### config.mk
export PLATFORM = sky130hd
export DESIGN_NAME = psram_page_ctrl
export DESIGN_NICKNAME = d
export VERILOG_FILES = /design/src/rtl/psram_pkg.sv /design/src/rtl/psram_ce_guard.sv /design/src/rtl/psram_page_tag.sv /design/src/rtl/psram_page_ctrl.sv
export SDC_FILE = /design/constraint.sdc
export NUM_CORES = 1
export LEC_CHECK = 0
export ABC_AREA = 1
export CAP_MARGIN = 15
export CORE_ASPECT_RATIO = 1.75
export CORE_MARGIN = 1
export CORE_UTILIZATION = 45
export CTS_CLUSTER_SIZE = 14
export DETAILED_ROUTE_END_ITERATION = 7
export PLACE_DENSITY = 0.74
export SLEW_MARGIN = 20
export SYNTH_ARGS = -nofsm -noshare
export SYNTH_HDL_FRONTEND = slang
export SYNTH_SLANG_ARGS = --single-unit
### constraint.sdc
create_clock -name clk -period 3.68 [get_ports clk]
set_input_delay 0.552 -clock clk [delete_from_list [all_inputs] [get_ports clk]]
set_output_delay 0.552 -clock clk [all_outputs]
set_load 0.02 [all_outputs]
### src/rtl/psram_pkg.sv
package psram_pkg;

    localparam int unsigned PS_DW = 16;
    localparam int unsigned PS_NB = 2;

    typedef enum logic [2:0] {
        ST_IDLE,
        ST_RECOVER,
        ST_READ,
        ST_OPEN,
        ST_WSETUP,
        ST_WPULSE,
        ST_WHOLD
    } pstate_e;

endpackage

### src/rtl/psram_ce_guard.sv
// Counts consecutive cycles with chip enable low and flags when one more
// worst-case access would break the low-time limit.
module psram_ce_guard #(
    parameter int unsigned T_CEM = 1000,
    parameter int unsigned NEED  = 7
) (
    input  logic clk,
    input  logic rst_n,
    input  logic ce_n,
    output logic no_room
);
    localparam int unsigned GW = $clog2(T_CEM + 2);

    logic [GW-1:0] cnt_d, cnt_q;

    always_comb begin
        cnt_d = cnt_q;
        if (ce_n) begin
            cnt_d = '0;
        end else if (cnt_q != {GW{1'b1}}) begin
            cnt_d = cnt_q + 1'b1;
        end
    end

    always_ff @(posedge clk or negedge rst_n) begin
        if (!rst_n) cnt_q <= '0;
        else        cnt_q <= cnt_d;
    end

    assign no_room = (32'(cnt_q) + NEED + 32'd1) > T_CEM;

endmodule

### src/rtl/psram_page_tag.sv
// Holds the page number of the last started read and compares it.
module psram_page_tag #(
    parameter int unsigned TW = 16
) (
    input  logic          clk,
    input  logic          rst_n,
    input  logic          load,
    input  logic [TW-1:0] load_page,
    input  logic [TW-1:0] cmp_page,
    output logic          hit
);
    logic [TW-1:0] tag_d, tag_q;

    always_comb begin
        tag_d = load ? load_page : tag_q;
    end

    always_ff @(posedge clk or negedge rst_n) begin
        if (!rst_n) tag_q <= '0;
        else        tag_q <= tag_d;
    end

    assign hit = (tag_q == cmp_page);

endmodule

### src/rtl/psram_page_ctrl.sv
module psram_page_ctrl
    import psram_pkg::*;
#(
    parameter int unsigned AW      = 20,
    parameter int unsigned PG_BITS = 4,
    parameter int unsigned T_RAND  = 6,
    parameter int unsigned T_PAGE  = 2,
    parameter int unsigned T_WP    = 4,
    parameter int unsigned T_CEH   = 2,
    parameter int unsigned T_CEM   = 1000
) (
    input  logic                clk,
    input  logic                rst_n,
    input  logic                req_valid,
    output logic                req_ready,
    input  logic                req_write,
    input  logic [AW-1:0]       req_addr,
    input  logic [PS_DW-1:0]    req_wdata,
    input  logic [PS_NB-1:0]    req_be,
    output logic                rsp_valid,
    output logic [PS_DW-1:0]    rsp_rdata,
    output logic                mem_ce_n,
    output logic                mem_oe_n,
    output logic                mem_we_n,
    output logic                mem_ub_n,
    output logic                mem_lb_n,
    output logic [AW-1:0]       mem_addr,
    output logic [PS_DW-1:0]    mem_dq_o,
    output logic                mem_dq_oe,
    input  logic [PS_DW-1:0]    mem_dq_i
);
    localparam int unsigned TA   = (T_RAND > T_PAGE) ? T_RAND : T_PAGE;
    localparam int unsigned TB   = (T_WP > T_CEH) ? T_WP : T_CEH;
    localparam int unsigned TMAX = (TA > TB) ? TA : TB;
    localparam int unsigned CW   = $clog2(TMAX + 1);
    localparam int unsigned TW   = AW - PG_BITS;
    // longest stretch of further low cycles one accepted request can add
    localparam int unsigned NEED = ((T_RAND + 1) > (T_WP + 2)) ? (T_RAND + 1) : (T_WP + 2);

    typedef struct packed {
        pstate_e          st;
        logic [CW-1:0]    cnt;
        logic [AW-1:0]    addr;
        logic [PS_DW-1:0] wdata;
        logic [PS_NB-1:0] be;
        logic             ce_n;
        logic             oe_n;
        logic             we_n;
        logic             dq_oe;
        logic             rvld;
        logic [PS_DW-1:0] rdata;
    } regs_t;

    localparam regs_t REGS_RST = '{
        st: ST_IDLE, cnt: '0, addr: '0, wdata: '0, be: '0,
        ce_n: 1'b1, oe_n: 1'b1, we_n: 1'b1, dq_oe: 1'b0,
        rvld: 1'b0, rdata: '0
    };

    regs_t r_d, r_q;
    logic  no_room;
    logic  page_hit;
    logic  tag_load;
    logic  accept;

    psram_ce_guard #(
        .T_CEM (T_CEM),
        .NEED  (NEED)
    ) u_guard (
        .clk     (clk),
        .rst_n   (rst_n),
        .ce_n    (r_q.ce_n),
        .no_room (no_room)
    );

    psram_page_tag #(
        .TW (TW)
    ) u_tag (
        .clk       (clk),
        .rst_n     (rst_n),
        .load      (tag_load),
        .load_page (req_addr[AW-1:PG_BITS]),
        .cmp_page  (req_addr[AW-1:PG_BITS]),
        .hit       (page_hit)
    );

    // ready depends on state only, never on req_valid
    assign req_ready = (r_q.st == ST_IDLE) || ((r_q.st == ST_OPEN) && !no_room);
    assign accept    = req_valid && req_ready;

    always_comb begin
        r_d      = r_q;
        r_d.rvld = 1'b0;
        tag_load = 1'b0;

        if (accept) begin
            if (req_be == '0) begin
                // empty mask, no access, read answers zero
                r_d.rvld  = !req_write;
                r_d.rdata = '0;
            end else begin
                r_d.addr  = req_addr;
                r_d.be    = req_be;
                r_d.wdata = req_wdata;
                r_d.ce_n  = 1'b0;
                if (req_write) begin
                    r_d.st   = ST_WSETUP;
                    r_d.oe_n = 1'b1;
                end else begin
                    r_d.st   = ST_READ;
                    r_d.oe_n = 1'b0;
                    tag_load = 1'b1;
                    r_d.cnt  = ((r_q.st == ST_OPEN) && page_hit) ?
                               CW'(T_PAGE - 1) : CW'(T_RAND - 1);
                end
            end
        end else begin
            unique case (r_q.st)
                ST_OPEN: begin
                    if (no_room) begin
                        r_d.st   = ST_RECOVER;
                        r_d.ce_n = 1'b1;
                        r_d.oe_n = 1'b1;
                        r_d.cnt  = CW'(T_CEH - 1);
                    end
                end
                ST_READ: begin
                    if (r_q.cnt == '0) begin
                        r_d.st    = ST_OPEN;
                        r_d.rvld  = 1'b1;
                        r_d.rdata = {r_q.be[1] ? mem_dq_i[15:8] : 8'h00,
                                     r_q.be[0] ? mem_dq_i[7:0]  : 8'h00};
                    end else begin
                        r_d.cnt = r_q.cnt - 1'b1;
                    end
                end
                ST_WSETUP: begin
                    r_d.st    = ST_WPULSE;
                    r_d.we_n  = 1'b0;
                    r_d.dq_oe = 1'b1;
                    r_d.cnt   = CW'(T_WP - 1);
                end
                ST_WPULSE: begin
                    if (r_q.cnt == '0) begin
                        r_d.st   = ST_WHOLD;
                        r_d.we_n = 1'b1;
                    end else begin
                        r_d.cnt = r_q.cnt - 1'b1;
                    end
                end
                ST_WHOLD: begin
                    r_d.st    = ST_RECOVER;
                    r_d.ce_n  = 1'b1;
                    r_d.dq_oe = 1'b0;
                    r_d.cnt   = CW'(T_CEH - 1);
                end
                ST_RECOVER: begin
                    if (r_q.cnt == '0) r_d.st  = ST_IDLE;
                    else               r_d.cnt = r_q.cnt - 1'b1;
                end
                default: ;
            endcase
        end
    end

    always_ff @(posedge clk or negedge rst_n) begin
        if (!rst_n) r_q <= REGS_RST;
        else        r_q <= r_d;
    end

    assign rsp_valid = r_q.rvld;
    assign rsp_rdata = r_q.rdata;
    assign mem_ce_n  = r_q.ce_n;
    assign mem_oe_n  = r_q.oe_n;
    assign mem_we_n  = r_q.we_n;
    assign mem_ub_n  = r_q.ce_n | ~r_q.be[1];
    assign mem_lb_n  = r_q.ce_n | ~r_q.be[0];
    assign mem_addr  = r_q.addr;
    assign mem_dq_o  = r_q.wdata;
    assign mem_dq_oe = r_q.dq_oe;

endmodule

==> flow_summary.toml, run 1 <==
[cells_and_area]
final_util_pct = 56.8
nets = 752
layout_commonest_cell = "nand2_1"
diodes = 0
n_fill_cell = 984
final_cell_mix = "nand2_1 (227), clkdlybuf4s50_1 (116), dfrtp_1 (88), nand3_1 (60), inv_1 (46)"
area_growth_pct = 23.4
drive_gt1_share_pct = 7.35
final_cells = 824

[global_route]
grt_max_degree = 51
antenna_found_initial = 0
grt_pass1_wl_mm = 18.7
grt_usage_pct = 21.5
overflow = 0
grt_pass1_vias = 3928

[timing]
rsz0062_at_grt = "no"
hold_violations = 0
final.setup_skew_ns = 0.00982
min_period_ns = 3.36
worst_pin_slew_ns = 0.767
finalSetupViolCount = 0
timing.fmax_mhz = 298
finalSetupTns_ns = 0
fin_hold_ws_ns = 0.222
slew_violations = 0
period_share_pct = 91.2
max_slew_margin_pct = 48.4

[worst_setup_path]
crit_path_max_fanout = 8
cp_cell_sequence = "inv_2 > ha_1 > nand2_2 > nand2_2 > nand2_1 > nand2_1 > nand3_1 > nor2_1 > nand3_1 > nand2_1 > nand2_1 > nand3_2 > nand3_2 > nand2_4 > clkdlybuf4s50_1"
slowest_stage = "clkdlybuf4s50_1"
critPathRequiredTime_ns = 3.13
end_kind = "primary output"
cp-start-kind = "flop"
cpMostUsedCell = "nand2_1"
cpPeakStageDelay_ns = 0.62
critPathKind = "reg -> out"
critical_path_arrival_ns = 2.81

[power_and_ir_drop]
power.density_nw_per_um2 = 767
peakVddDrop_uv = 398
cellLeakagePower_nw = 2.93

[drt]
antenna_left = 0
wire_per_inst_um = 13.9
drt-pass1-iter-count = 5
vias = 4208
drcViolationCount = 0
vias_per_cell = 5.11
drtIter0Drc = 270
wl_mm = 11.5

[die]
start_util_pct = 46.0
core_um2 = 10600
rows = 50
die_area_um2 = 11300
die_height_um = 140
die-width_um = 80.9
ioPinCount = 118

[yosys]
synth_top_area_share_pct = 45.0
ys_seq_area_share_pct = 46.6
yosysWarnings = 0
synth_seq_cells = 91
synth_area_per_cell_um2 = 7.82
syn_area_um2 = 4900
yosysTopAreaCell = "dfrtp_1"
syn-instance-count = 626
synthesis.nets = 689
synthTopCellsByArea = "dfrtp_1 (45%), nand2_1 (17%), buf_4 (8.3%)"
yosysUniqueCellTypes = 35

[cts]
cts_tree = "done"
h-tree-depth = 3
clk_pin_slew_ns = 0.07
clock_latency_ns = 0.34
cts_buffer_depth = 2
clock-sinks = 91
cts_made_buffers = 9
cts_root_buf = "clkbuf_16"

[place]
dp_cells = 808
hpwl_mm = 8.55
gp_congestion = 0.881
io_buffers = 117

[worst_hold_path]
hold_class = "in -> async"

[flow_run]
maxCapViolCount = 0

[status]
outcome = "complete, no violations"
## what timing repair did
item,CTS,global route
endpoints found under the setup margin,0,1
hold buffers,0,0
gates resized for setup,0,2
setup buffers,0,0
## sequential cells by signal (all words and copies together) (netlist names)
register / cells
mem_addr: 20
mem_ce_n: 1
mem_dq_o: 16
mem_dq_oe: 1
mem_oe_n: 1
mem_we_n: 1
r_q: 8
rsp_rdata: 16
rsp_valid: 1
u_guard.cnt_q: 10
u_tag.tag_q: 16
## through the flow
step / instance area (um2) / power (mW) / worst slack [ns]
CTS: 6040 / 4.68 / 0.229
floorplan: 4900 / 3.25 / 1.36
finish: 6040 / 4.63 / 0.323
global route: 6040 / 4.97 / 0.0652
detailed placement: 5770 / 3.81 / 0.613
global placement: 5770 / 3.73 / 0.715
## cell usage after synthesis, drive strengths merged
| cell type | number |
|---|---|
| or2 | 6 |
| nor3 | 7 |
| o21ai | 24 |
| nand3 | 66 |
| nand2 | 233 |
| nand3b | 1 |
| buf | 64 |
| clkinv | 1 |
| inv | 52 |
| o211ai | 1 |
| a31oi | 2 |
| o22ai | 1 |
| a211oi | 3 |
| o2111ai | 1 |
| a21boi | 2 |
| nor2 | 33 |
| nand4 | 6 |
| xor2 | 3 |
| dfrtp | 88 |
| xnor2 | 7 |
| nor4 | 4 |
| a21oi | 8 |
| clkbuf | 5 |
| ha | 5 |
| dfstp | 3 |
## metal layers
metal / global-route usage [%] / wire, um / up-vias / part of all wire [%]
met5: 0 / 0 / - / 0
met4: 8.65 / 263 / 0 / 2.3
met3: 3.39 / 407 / 20 / 3.6
met2: 38.1 / 6270 / 118 / 55
met1: 25.0 / 4520 / 2018 / 39
li1: - / - / 2052 / -
## where the power goes
group	internal, mW	switching, mW
Sequential	1.41	0.289
Clock	0.461	0.393
Combinational	0.898	1.19
Total	2.76	1.87
## cell type report
type	instances	area [um2]	area share (%)
repair buffers	121	1200	19.8
multi-input cells	413	1920	31.8
well taps	130	163	2.69
inverters	53	199	3.29
clock buffers	9	225	3.73
flip-flops and latches	91	2280	37.8
clock inverters	7	51.3	0.849
## final timing paths
path	cells past startpoint	slack [ns]	endpoint	from
worst max-delay path	15	0.32	req_ready	u_guard.cnt_q[0]
worst min-delay path	1	0.22	rsp_rdata[14]	rst_n
worst max register to register	17	0.80	u_tag.tag_q[13]	u_guard.cnt_q[0]
worst min register to register	2	0.47	mem_oe_n	mem_oe_n
max in group asynchronous	2	2.67	mem_dq_o[11]	rst_n
min in group clk	2	0.47	mem_oe_n	mem_oe_n
## worst max-delay path: cells and delay by family, from the launching register on
family                     cells  cell delay, ns
buffers and inverters          2            0.75
and+or+nand+nor               12            1.10
DFF                            1            0.40
adders and majority gates      1            0.22
## kinds of logic after synthesis
logic type,after synthesis,share of synthesized area [%]
buffers and inverters,122,14.1
adders and majority gates,5,1.28
and+or+nand+nor,356,31.5
xor gates and xnor gates,10,1.79
AOI/OAI and AO/OA,42,4.75
DFF,91,46.6
Note: power is estimated with default switching activity, not from simulation.
==> run 2: changes to the inputs <==
--- a/config.mk
+++ b/config.mk
@@ -13,6 +13,7 @@
 export CTS_CLUSTER_SIZE = 14
 export DETAILED_ROUTE_END_ITERATION = 7
 export PLACE_DENSITY = 0.74
+export SETUP_SLACK_MARGIN = 0.1
 export SLEW_MARGIN = 20
 export SYNTH_ARGS = -nofsm -noshare
 export SYNTH_HDL_FRONTEND = slang
==> run 2 against run 1 <==
Against the previous run:
- wire length barely moved
- die area did not move
- register-to-register slack barely moved
- critical path type unchanged
- sequential share of layout area barely moved
- largest cell class unchanged
- via count rose by 0.17%
- final cell count did not move
- clock skew rose by 0.0011 ns
- sequential power barely moved
- worst hold slack improved by 0.0011 ns
- design area barely moved
- clock power barely moved
- first-iteration DRC count rose by 0.74%
==> flow_summary.toml, run 2 (synthesis gave the netlist of run 1 again) <==
[power_and_ir_drop]
peakVddDrop_uv = 398
power.density_nw_per_um2 = 766
cellLeakagePower_nw = 2.94
power_mw = 4.63

[die]
ioPinCount = 118
die_height_um = 140
die-width_um = 80.9
rows = 50
die_area_um2 = 11300
start_util_pct = 46.0
core_um2 = 10600

[timing]
finalSetupTns_ns = 0
hold_violations = 0
timing.fmax_mhz = 335
max_slew_margin_pct = 49.6
final.setup_skew_ns = 0.0109
finalSetupViolCount = 0
worst_pin_slew_ns = 0.750
setup_ws_ns = 0.692
period_share_pct = 81.2
rsz0062_at_grt = "no"
min_period_ns = 2.99
slew_violations = 0

[global_route]
antenna_found_initial = 0
grt_usage_pct = 21.5
grt_max_degree = 51
overflow = 0
grt_pass1_vias = 3928
grt_pass1_wl_mm = 18.7

[worst_hold_path]
hold_class = "in -> async"

[worst_setup_path]
cp_cell_sequence = "inv_1 > ha_1 > nand2_2 > nand2_2 > nand2_1 > nand2_1 > nand3_1 > nor2_1 > nand3_1 > nand2_1 > nand2_1 > nand3_2 > nand3_2 > nand2_4 > dlymetal6s2s_1"
cp-start-kind = "flop"
cpLargestDelayFamily = "simple AND/OR/NAND/NOR gates"
cpMostUsedCell = "nand2_1"
slowest_stage = "dfrtp_1"
r2r_slack_ns = 0.80
cp_num_buf_inv = 2
cpPeakStageDelay_ns = 0.41
critPathKind = "reg -> out"
critical_path_arrival_ns = 2.44
end_kind = "primary output"
crit_path_max_fanout = 7
critPathRequiredTime_ns = 3.13

[drt]
vias = 4215
antenna_left = 0
drcViolationCount = 0
vias_per_cell = 5.12
wire_per_inst_um = 13.9
drt-pass1-iter-count = 6
drtIter0Drc = 272
wl_mm = 11.5

[cts]
cts_made_buffers = 9
clk_pin_slew_ns = 0.07
clock_latency_ns = 0.34
cts_buffer_depth = 2
cts_root_buf = "clkbuf_16"
h-tree-depth = 3
clock-sinks = 91
cts_tree = "done"

[cells_and_area]
layout_commonest_cell = "nand2_1"
area_growth_pct = 23.4
final_cell_mix = "nand2_1 (227), clkdlybuf4s50_1 (115), dfrtp_1 (88), nand3_1 (60), inv_1 (46)"
drive_gt1_share_pct = 7.35
n_fill_cell = 984
nets = 752
largest_register_ffs = 20
diodes = 0

[place]
hpwl_mm = 8.55
io_buffers = 117
gp_congestion = 0.881
dp_slack_ns = 0.613

[flow_run]
maxCapViolCount = 0

[status]
outcome = "complete, no violations"
==> run 2: layout make-up <==
type	instances	area, um2	area share, %
Tap cell	130	163	2.69
Sequential cell	91	2280	37.7
Clock inverter	7	51.3	0.849
Multi-Input combinational cell	413	1920	31.8
Clock buffer	9	225	3.73
Inverter	53	199	3.29
Timing Repair Buffer	121	1200	19.9
==> run 2: where the power goes <==
part	total (mW)	switching, mW	internal, mW	leakage [nW]
combinational	2.09	1.19	0.897	1.65
sequential	1.69	0.288	1.41	1.16
clock	0.854	0.393	0.461	0.132
total	4.63	1.87	2.76	2.94
==> run 2: final timing paths <==
path | cells past startpoint | startpoint | end
min in group clk | 2 | mem_oe_n | mem_oe_n
worst max-delay path | 15 | u_guard.cnt_q[1] | req_ready
max in group asynchronous | 2 | rst_n | mem_dq_o[11]
worst max register to register | 17 | u_guard.cnt_q[1] | u_tag.tag_q[13]
worst min-delay path | 1 | rst_n | rsp_rdata[14]
worst min register to register | 2 | mem_oe_n | mem_oe_n
==> run 2: what timing repair did <==
| action | CTS | global route |
|---|---|---|
| hold buffers | 0 | 0 |
| setup buffers | 0 | 0 |
| setup endpoints to repair | 0 | 1 |
| gates resized for setup | 0 | 3 |
==> run 2: stage by stage <==
step / utilization [%] / hold WS, ns / instance area, um2 / cells
after global routing: 56.8 / 0.264 / 6040 / 824
after CTS: 56.8 / 0.250 / 6040 / 824
after floorplan: - / 0.256 / 4900 / 626
final: 56.8 / 0.223 / 6040 / 824
after detailed placement: 54.2 / 0.464 / 5770 / 808
after global placement: 54.2 / 0.460 / 5770 / 808
==> run 2: metal layers <==
metal / wire length, um / global-route usage (%)
met5: 0 / 0
met4: 228 / 8.65
met3: 412 / 3.39
met2: 6330 / 38.1
met1: 4490 / 25.0
